<file path="src/rtl/prg_pkg.sv">
package prg_pkg;

    localparam int CODE_W = 4;
    localparam int CNT_W  = 15;
    localparam int DIV_W  = 3;

    typedef enum logic [1:0] {
        ST_IDLE  = 2'd0,
        ST_ARMED = 2'd1,
        ST_FIRE  = 2'd2
    } prg_state_e;

    // Codes 1 and 2 alias onto 8 and 9.
    function automatic logic [CODE_W-1:0] eff_code(input logic [CODE_W-1:0] c);
        logic [CODE_W-1:0] r;
        if (c == CODE_W'(1))      r = CODE_W'(8);
        else if (c == CODE_W'(2)) r = CODE_W'(9);
        else                      r = c;
        return r;
    endfunction

endpackage

</file>
<file path="src/rtl/prg_prescaler.sv">
module prg_prescaler #(
    parameter int CNT_W = prg_pkg::CNT_W,
    parameter int DIV_W = prg_pkg::DIV_W
) (
    input  logic             clk,
    input  logic             rst_n,
    input  logic             step_i,
    input  logic [DIV_W-1:0] div_ctrl_i,
    output logic [CNT_W-1:0] cnt_o,
    output logic [CNT_W-1:0] cnt_next_o,
    output logic             adv_o,
    output logic             div_reset_o
);
    localparam logic [DIV_W-1:0] RUN_MAX = DIV_W'(2);

    logic [CNT_W-1:0] cnt_q;
    logic             counting;

    assign div_reset_o = (div_ctrl_i[DIV_W-1:DIV_W-2] == 2'b11);
    assign counting    = (div_ctrl_i <= RUN_MAX);
    assign adv_o       = step_i && counting;
    assign cnt_next_o  = cnt_q + CNT_W'(1);
    assign cnt_o       = cnt_q;

    always_ff @(posedge clk or negedge rst_n) begin
        if (!rst_n)           cnt_q <= '0;
        else if (div_reset_o) cnt_q <= '0;
        else if (adv_o)       cnt_q <= cnt_next_o;
    end

    assert_hold_zero_R7: assert property (@(posedge clk) disable iff (!rst_n)
        (div_ctrl_i[DIV_W-1:DIV_W-2] == 2'b11) |=> (cnt_q == '0));

    assert_freeze_R8: assert property (@(posedge clk) disable iff (!rst_n)
        ((div_ctrl_i[DIV_W-1:DIV_W-2] != 2'b11) && (!step_i || div_ctrl_i > RUN_MAX))
        |=> $stable(cnt_q));

endmodule

</file>
<file path="src/rtl/prg_rate_decode.sv">
module prg_rate_decode #(
    parameter int CODE_W = prg_pkg::CODE_W,
    parameter int CNT_W  = prg_pkg::CNT_W
) (
    input  logic [CODE_W-1:0] code_i,
    output logic              code_nz_o,
    output logic [CNT_W-1:0]  mask_o
);
    logic [CODE_W-1:0] eff;
    logic [CODE_W-1:0] shift;

    assign code_nz_o = (code_i != '0);
    assign eff       = prg_pkg::eff_code(code_i);
    assign shift     = eff - CODE_W'(1);

    // mask of period-1: bit g set when g lies below the period exponent
    for (genvar g = 0; g < CNT_W; g++) begin : g_mask
        assign mask_o[g] = (int'(shift) > g);
    end

endmodule

</file>
<file path="src/rtl/prg_tick_fsm.sv">
module prg_tick_fsm (
    input  logic clk,
    input  logic rst_n,
    input  logic enable_i,
    input  logic boundary_i,
    output logic tick_o
);
    import prg_pkg::*;

    prg_state_e state_q, state_d;

    always_ff @(posedge clk or negedge rst_n) begin
        if (!rst_n) state_q <= ST_IDLE;
        else        state_q <= state_d;
    end

    always_comb begin
        state_d = state_q;
        unique case (state_q)
            ST_IDLE: begin
                if (enable_i && boundary_i) state_d = ST_FIRE;
                else if (enable_i)          state_d = ST_ARMED;
            end
            ST_ARMED: begin
                if (!enable_i)       state_d = ST_IDLE;
                else if (boundary_i) state_d = ST_FIRE;
            end
            ST_FIRE: begin
                if (!enable_i)       state_d = ST_IDLE;
                else if (boundary_i) state_d = ST_FIRE;
                else                 state_d = ST_ARMED;
            end
            default: state_d = ST_IDLE;
        endcase
    end

    always_comb begin
        tick_o = (state_q == ST_FIRE);
    end

    assert_single_pulse_R10: assert property (@(posedge clk) disable iff (!rst_n)
        tick_o |=> !tick_o);

endmodule

</file>
<file path="src/rtl/periodic_rate_gen.sv">
module periodic_rate_gen #(
    parameter int CODE_W = prg_pkg::CODE_W,
    parameter int CNT_W  = prg_pkg::CNT_W,
    parameter int DIV_W  = prg_pkg::DIV_W
) (
    input  logic              clk,
    input  logic              rst_n,
    input  logic              ref_step_i,
    input  logic [CODE_W-1:0] rate_code_i,
    input  logic [DIV_W-1:0]  div_ctrl_i,
    input  logic              pie_en_i,
    output logic              pf_set_o,
    output logic              irq_req_o
);
    logic [CNT_W-1:0] cnt, cnt_next, mask;
    logic             adv, div_reset, code_nz, enable, boundary, tick;

    prg_prescaler #(.CNT_W(CNT_W), .DIV_W(DIV_W)) u_prescaler (
        .clk         (clk),
        .rst_n       (rst_n),
        .step_i      (ref_step_i),
        .div_ctrl_i  (div_ctrl_i),
        .cnt_o       (cnt),
        .cnt_next_o  (cnt_next),
        .adv_o       (adv),
        .div_reset_o (div_reset)
    );

    prg_rate_decode #(.CODE_W(CODE_W), .CNT_W(CNT_W)) u_decode (
        .code_i    (rate_code_i),
        .code_nz_o (code_nz),
        .mask_o    (mask)
    );

    assign enable   = code_nz && pie_en_i;
    assign boundary = adv && ((cnt_next & mask) == '0);

    prg_tick_fsm u_fsm (
        .clk        (clk),
        .rst_n      (rst_n),
        .enable_i   (enable),
        .boundary_i (boundary),
        .tick_o     (tick)
    );

    assign pf_set_o  = tick;
    assign irq_req_o = tick;

    assert_code_gate_R4: assert property (@(posedge clk) disable iff (!rst_n)
        pf_set_o |-> $past(rate_code_i != '0));

    assert_enable_gate_R5: assert property (@(posedge clk) disable iff (!rst_n)
        irq_req_o |-> $past(pie_en_i));

    assert_aligned_R6: assert property (@(posedge clk) disable iff (!rst_n)
        pf_set_o |-> ((cnt & $past(mask)) == '0));

    assert_no_tick_div_reset_R7: assert property (@(posedge clk) disable iff (!rst_n)
        pf_set_o |-> !$past(div_reset));

endmodule

</file>
<file path="config.mk">
export PLATFORM = sky130hd
export DESIGN_NAME = periodic_rate_gen
export DESIGN_NICKNAME = d
export VERILOG_FILES = /design/src/rtl/prg_pkg.sv /design/src/rtl/prg_prescaler.sv /design/src/rtl/prg_rate_decode.sv /design/src/rtl/prg_tick_fsm.sv /design/src/rtl/periodic_rate_gen.sv
export SDC_FILE = /design/constraint.sdc
export NUM_CORES = 1
export LEC_CHECK = 0
export ABC_AREA = 1
export BUFFER_PORTS_ARGS = -buffer_cell sky130_fd_sc_hd__buf_2
export CORE_ASPECT_RATIO = 0.75
export CORE_MARGIN = 2
export CORE_UTILIZATION = 40
export DETAILED_ROUTE_END_ITERATION = 12
export PLACE_DENSITY = 0.61
export SKIP_LAST_GASP = 1
export SYNTH_ARGS = -nofsm -noshare
export SYNTH_HDL_FRONTEND = slang
export SYNTH_SLANG_ARGS = --single-unit
</file>
<file path="constraint.sdc">
create_clock -name clk -period 4.6 [get_ports clk]
set_input_delay 0.46 -clock clk [delete_from_list [all_inputs] [get_ports clk]]
set_output_delay 0.46 -clock clk [all_outputs]
set_load 0.1 [all_outputs]
</file>
==> impl_metrics.csv <==
group,metric,value,unit
synthesis,syn_inst,216,
grt,grt_max_degree,18,
floorplan,start_util,41.2,%
cts,cts.sinks,17,
placed_design,dp_slack,2220,ps
layout,finalInstanceArea,1480,um2
synthesis,yosysWarnings,0,
placed_design,dp_hpwl,2.54,mm
timing,setup_viol,0,
route,first_iter_violations,110,
placed_design,portBuffers,12,
job,cap_violations,0,
grt,grt_pass1_wl,5.53,mm
worst_setup_path,critPathKind,"in -> reg",
worst_setup_path,startpoint_type,"primary input",
grt,grt_overflow,0,
grt,track_usage,18.9,%
synthesis,ys_async_sr_fraction,100,%
layout,utilization,45.8,%
worst_setup_path,worstSetupEndpointType,"flop",
timing,fin_tns_setup,0,ps
timing,hold_viol,0,
cts,numCtsBuffers,3,
cts,post_cts_resized,0,
route,via_per_inst,5.09,
floorplan,die_area,3820,um2
floorplan,core,3240,um2
floorplan,die_w,70.7,um
pwr,clockPowerShare,34.1,%
timing,max_freq,471,MHz
cts,h-tree-depth,1,
pwr,seq_power_share,46.6,%
pwr,leakagePower,0.734,nW
cts,clk_latency,260,ps
route,drtAntennaViolNets,0,
floorplan,io_pins,13,
route,route.detailed.wl_per_inst,12.1,um
pwr,p_sw_share,30.9,%
synthesis,netlist_top_cells_area,"dfrtp_1 32%, nand2_1 20%, inv_1 9.3%",
grt,antenna_found_initial,0,
synthesis,syn_nets,231,
placed_design,dpl_cell_area,1440,um2
timing,slew-limit-headroom,66.9,%
worst_setup_path,r2r_start,"u_prescaler.cnt_o[1]$_DFFE_PN0P_",
worst_setup_path,crit_required,4760,ps
cts,root_buffer,"clkbuf_8",
synthesis,synth-seq-cells,17,
timing,skew,4.75,ps
layout,fin_nets,246,
layout,drive_gt1_share,10.0,%
route,firstDrtPassIters,4,
worst_setup_path,r2r_slack,2770,ps
worst_setup_path,reg2regPathDepth,12,
floorplan,die_h,54.0,um
worst_setup_path,arrival,2280,ps
route,drc_errors,0,
synthesis,synth.avg_cell_area,6.18,um2
synthesis,synth.most_common_cell,"nand2_1",
route,vias,1374,
grt,first_global_vias,1221,
timing,rsz0062_at_grt,"false",
synthesis,synth_top_area_cell,"dfrtp_1",
outcome,status,"complete, no violations",
placed_design,place_congestion,0.770,
worst_setup_path,worstReg2RegEnd,"u_fsm.state_q[0]$_DFFE_PN0P_",
floorplan,num_rows,18,
synthesis,netlist_area,1340,um2
synthesis,synth_cell_type_count,21,
synthesis,synth_edf_count,0,
worst_setup_path,crit_fanout,8,
timing,worstMarginPinSlew,496,ps
cts,cts_max_path_buffers,2,
worst_hold_path,worstHoldPathType,"in -> async",
layout,synthToLayoutAreaGrowth,11.2,%
synthesis,synth.top_cell.area_share,31.9,%
timing,hold_slack,122,ps
timing,finalCritPeriodShare,46.1,%
cts,clkTransAtPathRegs,70,ps
timing,period_needed,2120,ps
pwr,irDropWorstVdd,0.000183,V
cts,post-cts-setup-buffer-count,0,
cts,cts_hold_buf,0,
pwr,internal_power,0.236,mW
synthesis,synthTopCellsByCount,"71 x nand2_1, 33 x inv_1, 24 x nor2_1",
timing,final-max-slew-violation-count,0,
timing,setup_slack,2480,ps
synthesis,ys.flop_type,"dfrtp_1",
pwr,p_switching,0.106,mW
pwr,power_density,231,nW/um2
layout,antenna_cells,0,
layout,fill_cells,363,
pwr,combPwrFrac,19.4,%
cts,cts_tree,"built",
synthesis,seq_area_frac_synth,31.9,%
route,wl,3.27,mm
-- flip-flops by register name, indices dropped and copies added (netlist names) --
register           cells
u_prescaler.cnt_o     15
u_fsm.state_q          2
-- worst max-delay path, stage by stage --
cell,delay (ps)
buf_2,120
nor2_1,130
nand2_1,90
nand2_1,120
inv_1,70
ha_1,200
inv_1,50
nand2_1,40
nand2_1,190
inv_1,90
nor2_1,140
nand2_1,80
nand2_1,60
nand2_1,40
inv_1,50
nand2_1,40
nor2_1,100
nand3_1,100
nand2_1,70
inv_1,40
-- per-stage QoR --
step / cells / power (mW)
floorplan: 216 / 0.207
global placement: 266 / 0.228
detailed placement: 266 / 0.228
CTS: 270 / 0.349
global route: 270 / 0.365
finish: 270 / 0.342
-- logic make-up after synthesis --
| group | share of synthesized area, % |
|---|---|
| and+or+nand+nor | 42.0 |
| buffers and inverters | 10.4 |
| AOI/OAI and AO/OA | 10.0 |
| DFF | 31.9 |
| adders and majority gates | 3.75 |
| xor gates and xnor gates | 1.97 |
-- cell type report --
| cell class | instances | area [um2] | area share (%) |
|---|---|---|---|
| sequential | 17 | 425 | 28.7 |
| timing repair buffer | 13 | 67.6 | 4.55 |
| clock inverter | 1 | 5.00 | 0.337 |
| multi-input combinational | 163 | 771 | 51.9 |
| inverter | 33 | 124 | 8.35 |
| tap | 40 | 50.0 | 3.37 |
| clock buffer | 3 | 41.3 | 2.78 |
-- worst max-delay path by stage --
stage                                  from  cells after the start  slack, ps                            to
6_report                     rate_code_i[3]                     20       2480  u_fsm.state_q[0]$_DFFE_PN0P_
5_1_grt                      rate_code_i[3]                     20       2210  u_fsm.state_q[0]$_DFFE_PN0P_
4_1_cts                      rate_code_i[3]                     20       2510  u_fsm.state_q[0]$_DFFE_PN0P_
2_1_floorplan  u_fsm.state_q[0]$_DFFE_PN0P_                      2       1990                      pf_set_o
3_3_place_gp                 rate_code_i[2]                     21       2240  u_fsm.state_q[0]$_DFFE_PN0P_
3_5_place_dp                 rate_code_i[3]                     20       2220  u_fsm.state_q[0]$_DFFE_PN0P_
-- per-layer routing --
metal  routed length [um]  vias up  track usage, %
met5                    0        -               0
met4                   20        0            4.72
met3                  194        4            4.68
met2                 1430       29            28.8
met1                 1630      626            27.0
li1                     -      715               -
-- power by group through the flow --
stage	Clock (mW)	Sequential [mW]	Combinational, mW
after detailed placement	0	0.162	0.0661
after CTS	0.123	0.159	0.0667
after global routing	0.128	0.160	0.0767
after global placement	0	0.162	0.0662
after floorplan	0	0.161	0.0453
final	0.117	0.159	0.0663
-- layout by cell type (no fill, tap or decap), types with 2 or more instances in the layout --
cell type and count:
ha_1 4, clkbuf_8 3, o21ai_0 19, inv_1 33, nand3_1 23, a21oi_1 2
nor2_2 3, dfrtp_1 17, nand4_1 6, nand2_1 71, nor2_1 24, o22ai_1 2
buf_2 12, xor2_1 2
Power figures use the tool's default switching activity.
